--- src/rtl/rbs_pkg.sv ---
package rbs_pkg;
    localparam int BYTE_W = 8;
    localparam int IDX_W  = 3;
    localparam int BANK_W = 2;
    localparam int PAD_W  = BYTE_W - BANK_W - IDX_W;

    typedef logic [BYTE_W-1:0] byte_t;

    typedef struct packed {
        logic              cy;
        logic              ac;
        logic              f0;
        logic [BANK_W-1:0] bank;
        logic              ov;
        logic              uf;
        logic              par;
    } psw_t;

    typedef enum logic [1:0] {
        STK_HOLD = 2'd0,
        STK_UP   = 2'd1,
        STK_DOWN = 2'd2
    } stk_op_e;

    function automatic logic odd_ones(byte_t v);
        return ^v;
    endfunction

    function automatic byte_t bank_addr(logic [BANK_W-1:0] bank, logic [IDX_W-1:0] idx);
        return {{PAD_W{1'b0}}, bank, idx};
    endfunction
endpackage

--- src/rtl/psw_reg.sv ---
module psw_reg
    import rbs_pkg::*;
(
    input  logic  clk,
    input  logic  rst,
    input  logic  wr_en,
    input  byte_t wdata,
    input  byte_t acc,
    input  logic  flag_we,
    input  logic  cy_in,
    input  logic  ac_in,
    input  logic  ov_in,
    output psw_t  psw_o
);
    logic [BYTE_W-1:1] st_q;

    always_ff @(posedge clk) begin
        if (rst) begin
            st_q <= '0;
        end else begin
            if (wr_en) begin
                st_q <= wdata[BYTE_W-1:1];
            end
            if (flag_we) begin
                st_q[7] <= cy_in;
                st_q[6] <= ac_in;
                st_q[2] <= ov_in;
            end
        end
    end

    assign psw_o = psw_t'({st_q, odd_ones(acc)});
endmodule

--- src/rtl/stack_ptr.sv ---
module stack_ptr
    import rbs_pkg::*;
#(
    parameter byte_t RESET_VAL = 8'h07
) (
    input  logic    clk,
    input  logic    rst,
    input  stk_op_e op,
    input  logic    ld_en,
    input  byte_t   ld_val,
    output byte_t   sp_o,
    output byte_t   addr_o
);
    byte_t sp_q, sp_nxt;

    always_comb begin
        unique case (op)
            STK_UP: begin
                addr_o = sp_q + 8'd1;
                sp_nxt = sp_q + 8'd1;
            end
            STK_DOWN: begin
                addr_o = sp_q;
                sp_nxt = sp_q - 8'd1;
            end
            default: begin
                addr_o = sp_q;
                sp_nxt = ld_en ? ld_val : sp_q;
            end
        endcase
    end

    always_ff @(posedge clk) begin
        if (rst) sp_q <= RESET_VAL;
        else     sp_q <= sp_nxt;
    end

    assign sp_o = sp_q;
endmodule

--- src/rtl/sfr_port.sv ---
module sfr_port
    import rbs_pkg::*;
#(
    parameter byte_t PSW_ADDR = 8'hD0,
    parameter byte_t SP_ADDR  = 8'h81
) (
    input  byte_t addr,
    input  logic  wr,
    input  psw_t  psw,
    input  byte_t sp,
    output logic  psw_we,
    output logic  sp_we,
    output byte_t rdata
);
    logic hit_psw, hit_sp;

    assign hit_psw = (addr == PSW_ADDR);
    assign hit_sp  = (addr == SP_ADDR);
    assign psw_we  = wr && hit_psw;
    assign sp_we   = wr && hit_sp;

    always_comb begin
        rdata = '0;
        if (hit_psw)     rdata = byte_t'(psw);
        else if (hit_sp) rdata = sp;
    end
endmodule

--- src/rtl/rbank_stack_addr.sv ---
module rbank_stack_addr
    import rbs_pkg::*;
#(
    parameter logic [7:0] SP_RESET = 8'h07,
    parameter logic [7:0] PSW_SFR  = 8'hD0,
    parameter logic [7:0] SP_SFR   = 8'h81
) (
    input  logic       clk,
    input  logic       rst,
    input  logic [7:0] sfr_addr,
    input  logic       sfr_wr,
    input  logic [7:0] sfr_wdata,
    output logic [7:0] sfr_rdata,
    input  logic [7:0] acc,
    input  logic       alu_flag_we,
    input  logic       alu_cy,
    input  logic       alu_ac,
    input  logic       alu_ov,
    input  logic [2:0] reg_idx,
    output logic [7:0] reg_addr,
    input  logic       stk_push,
    input  logic       stk_call,
    input  logic       stk_pop,
    input  logic       stk_ret,
    output logic [7:0] stk_addr,
    output logic [7:0] psw_out
);
    psw_t    psw;
    byte_t   sp_q;
    logic    psw_we, sp_we;
    stk_op_e op;

    always_comb begin
        if (stk_push || stk_call)     op = STK_UP;
        else if (stk_pop || stk_ret)  op = STK_DOWN;
        else                          op = STK_HOLD;
    end

    sfr_port #(.PSW_ADDR(PSW_SFR), .SP_ADDR(SP_SFR)) sfr_i (
        .addr(sfr_addr), .wr(sfr_wr), .psw(psw), .sp(sp_q),
        .psw_we(psw_we), .sp_we(sp_we), .rdata(sfr_rdata)
    );

    psw_reg psw_i (
        .clk(clk), .rst(rst), .wr_en(psw_we), .wdata(sfr_wdata), .acc(acc),
        .flag_we(alu_flag_we), .cy_in(alu_cy), .ac_in(alu_ac), .ov_in(alu_ov),
        .psw_o(psw)
    );

    stack_ptr #(.RESET_VAL(SP_RESET)) sp_i (
        .clk(clk), .rst(rst), .op(op), .ld_en(sp_we), .ld_val(sfr_wdata),
        .sp_o(sp_q), .addr_o(stk_addr)
    );

    assign reg_addr = bank_addr(psw.bank, reg_idx);
    assign psw_out  = byte_t'(psw);
endmodule

--- config.mk ---
export PLATFORM = sky130hd
export DESIGN_NAME = rbank_stack_addr
export DESIGN_NICKNAME = d
export VERILOG_FILES = /design/src/rtl/rbs_pkg.sv /design/src/rtl/psw_reg.sv /design/src/rtl/stack_ptr.sv /design/src/rtl/sfr_port.sv /design/src/rtl/rbank_stack_addr.sv
export SDC_FILE = /design/constraint.sdc
export NUM_CORES = 1
export LEC_CHECK = 0
export CAP_MARGIN = 20
export CORE_MARGIN = 2
export CORE_UTILIZATION = 39
export DETAILED_ROUTE_END_ITERATION = 10
export GPL_ROUTABILITY_DRIVEN = 1
export HOLD_SLACK_MARGIN = 0.05
export PLACE_DENSITY = 0.76
export SYNTH_ARGS = -nofsm -noshare
export SYNTH_HDL_FRONTEND = slang
export SYNTH_SLANG_ARGS = --single-unit
--- constraint.sdc ---
create_clock -name clk -period 2.32 [get_ports clk]
set_input_delay 0.464 -clock clk [delete_from_list [all_inputs] [get_ports clk]]
set_output_delay 0.464 -clock clk [all_outputs]
set_load 0.02 [all_outputs]
* After elaboration in Yosys (flattened, before gate mapping)
Cells that the tools add are included. W data, S select, Z words.
Operators by class: add/subtract/negate cells 2, $mul 0, div/mod/pow operators 0, $lt $le $gt $ge 0, eq/ne operators 4, shifts and indexed selects 0, muxes and demuxes 10, bitwise gates (word level) 0, reductions and logical operators 7
Operator list (count):
- $mux W8 | 4
- $eq A8 B8 Y1 const B | 2
- $pmux W8 S2 | 1
- $add A8 B1 Y8 const B | 1
- $reduce_xor A8 Y1 | 1
- $sub A8 B1 Y8 const B | 1
- $mux W7 | 1
- $mux W2 | 3
- $reduce_bool A3 Y1 | 1
- $eq A2 B1 Y1 const B | 1
- $eq A2 B2 Y1 const B | 1
- $logic_and A1 B1 Y1 | 2
- $logic_or A1 B1 Y1 | 2
- $reduce_bool A2 Y1 | 1
- $mux W1 | 1
Storage, ports and cells: register bits after elaboration 15, bits in latches 0, bits in writable memories 0, ROM bits 0, bits of input ports 38, memories 0

* Depth between registers and ports, before layout
depth in word-level cells 5, mapped depth 7

* Cells and area by module
From an unflattened synthesis, not the netlist that was laid out.
Unflattened totals: cell total of the unflattened synthesis 196, area, all modules 1661.6 um2
By module, submodules not included:
- stack_ptr | instances 1, cells each 118, area each 884.6 um2, sequential area each 160.2 um2
- psw_reg | instances 1, cells each 32, area each 354.1 um2, sequential area each 140.1 um2
- sfr_port | instances 1, cells each 34, area each 340.3 um2, sequential area each 0.0 um2
- rbank_stack_addr | instances 1, cells each 12, area each 82.6 um2, sequential area each 0.0 um2

* Least setup slack after synthesis
Ideal clock, no wire load.
kind input to output, start input port sfr_addr[3], end output port sfr_rdata[2], arrival time 1813 ps, required time 1856 ps, setup slack 43 ps, stages on the path 4, buffers on the path 1, path through or4b_4 nor4_4 buf_4 a22o_1
On the way: cells in the longest elaborated chain, start to end 3, elaborated cells between the ends (all ways) 4
RTL lines:
- start: declaration | line rbank_stack_addr.sv:10 | input logic [7:0] sfr_addr,
- $eq A8 B8 Y1 | line sfr_port.sv:18 | assign hit_sp = (addr == SP_ADDR);
- $mux W8 | line sfr_port.sv:25 | else if (hit_sp) rdata = sp;
- $mux W8 (*) | line sfr_port.sv:24 | if (hit_psw) rdata = byte_t'(psw);
- end: declaration | line rbank_stack_addr.sv:13 | output logic [7:0] sfr_rdata,
Mark *: on every way between the ends. The rest lies on a longest branch, timed or not.

* Final worst setup path
start input port sfr_addr[5], end output port sfr_rdata[2]
Same word-level chain as after synthesis.

==> summary.txt <==
Clock buffer depth = 2
IO buf count = 60
# IOs = 70
Initial antenna violation count = 0
Hold EP = psw_i.st_q[1]
Area of the multi-input gates = 892.1 µm²
Synth top area share = 23.26%
Clock Latency Late Sink = 0.29 ns
Number of global-route vias before repair = 1,579
RR Startpoint = sp_i.sp_o[2]
Starting density of the core = 41.61%
Layout cells sized above 1 = 23.72%
Post-Place Setup Slack = -0.7851 ns
PnR worst setup slack = -0.01095 ns
Final instance area = 2090 µm²
Fmax = 429.0 MHz
Commonest non-fill, non-tap cell in the layout = clkdlybuf4s50_1
WL final = 4.645 mm
Vias per inst = 5.421
CP arrival = 1.87 ns
Die ar. = 3787 µm²
CP Launch Type = input port
Drt pass-1 iters = 4
Overflow after GRT = 0
FP Rows = 20
Finished Core Util = 67.34%
Die Ht = 61.54 µm
FF+latch count, synth = 15
H-tree depth = 1
Min Tclk post-route = 2.331 ns
Hold Path Class = reg -> reg
Overall routing resource usage = 25.13%
Internal power = 536.6 µW
Yosys cell types = 42
Max VDD drop = 0.2712 mV
FF-to-FF path depth = 6
RSZ-0062 raised after global routing = true
Sink Count = 15
CP Capture Type = primary output
Total number of vias = 1,610
RePlAce Congestion = 0.9169
# setup viols final = 1
Violated checks = setup timing
Startpoint of the worst hold path = psw_i.st_q[1]
Post-layout nets = 295
Worst reg-to-reg setup slack = 0.48 ns
Area Growth Syn to Fin = 61.82%
Most frequent cells in the layout = clkdlybuf4s50_1, buf_4, a21oi_1
RR Endpoint = sp_i.sp_o[7]
Max Cap Violations = 0
Clk_skew = 0.009642 ns
Core area = 3103 µm²
Synth top area cells = dfxtp_1, xnor2_1, a21oi_1
Hold Vio Cnt, Final = 0
Pwr Density = 407.5 nW/µm²
Gate power share = 46.1%
ANT cells = 0
Pleak = 0.8577 nW
Root Buffer = clkbuf_4
Cts hold-fix bufs = 0
Hpwl dp = 3.470 mm
Synthesized area per cell = 7.379 µm²
Worst hold path cell count = 2
Area after DPL = 2039 µm²
Antenna viol nets, final = 0
Critical path class = in -> out
Clock slew at reported path FFs = 0.09 ns
Power Total = 851.4 µW
Worst relative slew slack = 59.60%
Post-DR wirelength/cell = 15.64 µm
Switching Power = 314.8 µW
Cells after Synth = 175
CTS tree = built
Mapped Area = 1291 µm²
TNS Setup = -0.01095 ns
# DRC = 0
Status = finished with violations
Period utilization = 100.5%
Net Sw Frac = 36.97%
DR iter-0 viols = 86
Clock Power Share = 18.7%
Fill cells = 287
Slew @ Worst Pin = 0.6041 ns
Die W = 61.54 µm
Global-route wire length before repair = 7.017 mm
Largest net degree at the start of global routing = 16
Yosys warns = 0
FF/Latch Area = 300.3 µm²
Max Slew Vio Count = 0
TritonCTS buffer count = 3
Post-synthesis sequential area ratio = 23.26%
Worst Path Required = 1.86 ns
Sequential share of power = 35.2%
Top cell type by total area after synthesis = dfxtp_1
CP max FO = 8
==> cells in the mapped netlist <==
| cell | n |
|---|---|
| a21oi_1 | 17 |
| a221oi_1 | 1 |
| nor3_2 | 1 |
| nand4_1 | 2 |
| o22ai_1 | 1 |
| dfxtp_1 | 15 |
| a32o_1 | 1 |
| and3_1 | 4 |
| nor2b_1 | 3 |
| a21o_1 | 1 |
| a31oi_1 | 3 |
| nand3b_1 | 2 |
| ha_1 | 3 |
| o21a_1 | 1 |
| nor4_4 | 1 |
| or2_2 | 2 |
| or3_1 | 3 |
| nor3b_1 | 1 |
| a22o_1 | 8 |
| o2111ai_1 | 1 |
| nor2_1 | 12 |
| xnor2_1 | 13 |
| or4b_4 | 1 |
| xor2_1 | 2 |
| conb_1 | 1 |
| inv_1 | 4 |
| nor4_1 | 1 |
| a211oi_1 | 3 |
| nand2_1 | 14 |
| buf_2 | 1 |
| o21ai_0 | 10 |
| a22oi_1 | 1 |
| a211o_1 | 3 |
| or3b_2 | 1 |
| buf_4 | 9 |
| a311oi_1 | 1 |
| inv_2 | 1 |
| nand3_1 | 9 |
| nor3_1 | 5 |
| clkbuf_1 | 8 |
| nand2_2 | 1 |
| o21ai_1 | 3 |
==> kinds of logic (layout without fill, tap and decap cells) <==
family / after synthesis / after routing / share of synthesized area (%)
AND/OR/NAND/NOR: 63 / 63 / 26.65
adder cells (fa/ha/maj): 3 / 3 / 2.907
XOR/XNOR: 15 / 15 / 10.17
buffers and inverters: 23 / 99 / 9.398
flip-flops: 15 / 15 / 23.26
other: 1 / 3 / 0.2904
AO/OA/AOI/OAI: 55 / 55 / 27.33
==> cell type report <==
type / count / share of cell area (%)
Clock buffer: 4 / 1.257
Inverter: 5 / 0.8982
Multi-Input combinational cell: 139 / 42.69
Sequential cell: 15 / 14.37
Tap cell: 44 / 2.635
Timing Repair Buffer: 90 / 38.14
==> worst max-delay path by stage <==
| stage | start | to | slack [ns] |
|---|---|---|---|
| after global placement | sfr_addr[3] | sfr_rdata[2] | -0.76 |
| after detailed placement | sfr_addr[3] | sfr_rdata[2] | -0.79 |
| after global routing | sfr_addr[5] | sfr_rdata[2] | -0.06 |
| final | sfr_addr[5] | sfr_rdata[2] | -0.01 |
| after floorplan | sfr_addr[3] | sfr_rdata[2] | 0.04 |
| after CTS | sfr_addr[5] | sfr_rdata[2] | -0.05 |
==> per-layer routing <==
layer / global-route usage, % / routed length (µm) / share of wire (%)
met5: 0 / 0 / 0
met4: 9.119 / 80 / 1.7
met3: 3.571 / 234 / 5.0
met2: 44.51 / 2414 / 52
met1: 30.68 / 1915 / 41
==> power groups by stage <==
stage | combinational, mW | clock [mW] | sequential [mW]
floorplan | 0.211 | 0 | 0.298
detailed placement | 0.414 | 0 | 0.305
finish | 0.393 | 0.159 | 0.300
global placement | 0.406 | 0 | 0.304
global route | 0.424 | 0.178 | 0.303
CTS | 0.398 | 0.161 | 0.299
==> per-stage QoR <==
step / hold slack, ns / cells
2_1_floorplan: 0.5113 / 177
3_3_place_gp: 0.4575 / 288
3_5_place_dp: 0.4797 / 288
4_1_cts: 0.4933 / 297
5_1_grt: 0.5215 / 297
6_report: 0.4866 / 297
==> registers in the layout, summed over array words and instances (netlist names) <==
| name | cells |
|---|---|
| sp_i.sp_o | 8 |
| psw_i.st_q | 7 |
==> critical path, cell delays in order <==
cell,delay [ns]
buf_6,0.09
or4b_4,0.54
nor4_4,0.30
buf_6,0.18
a22o_1,0.17
buf_6,0.12
==> what timing repair did <==
action / in CTS / in global routing
gates resized for setup: 78 / 16
setup endpoints to repair: 17 / 17
buffers inserted: 4 / 0
cloned: 1 / 0
pin swaps: 8 / 7
(Power assumes the default switching activity.)
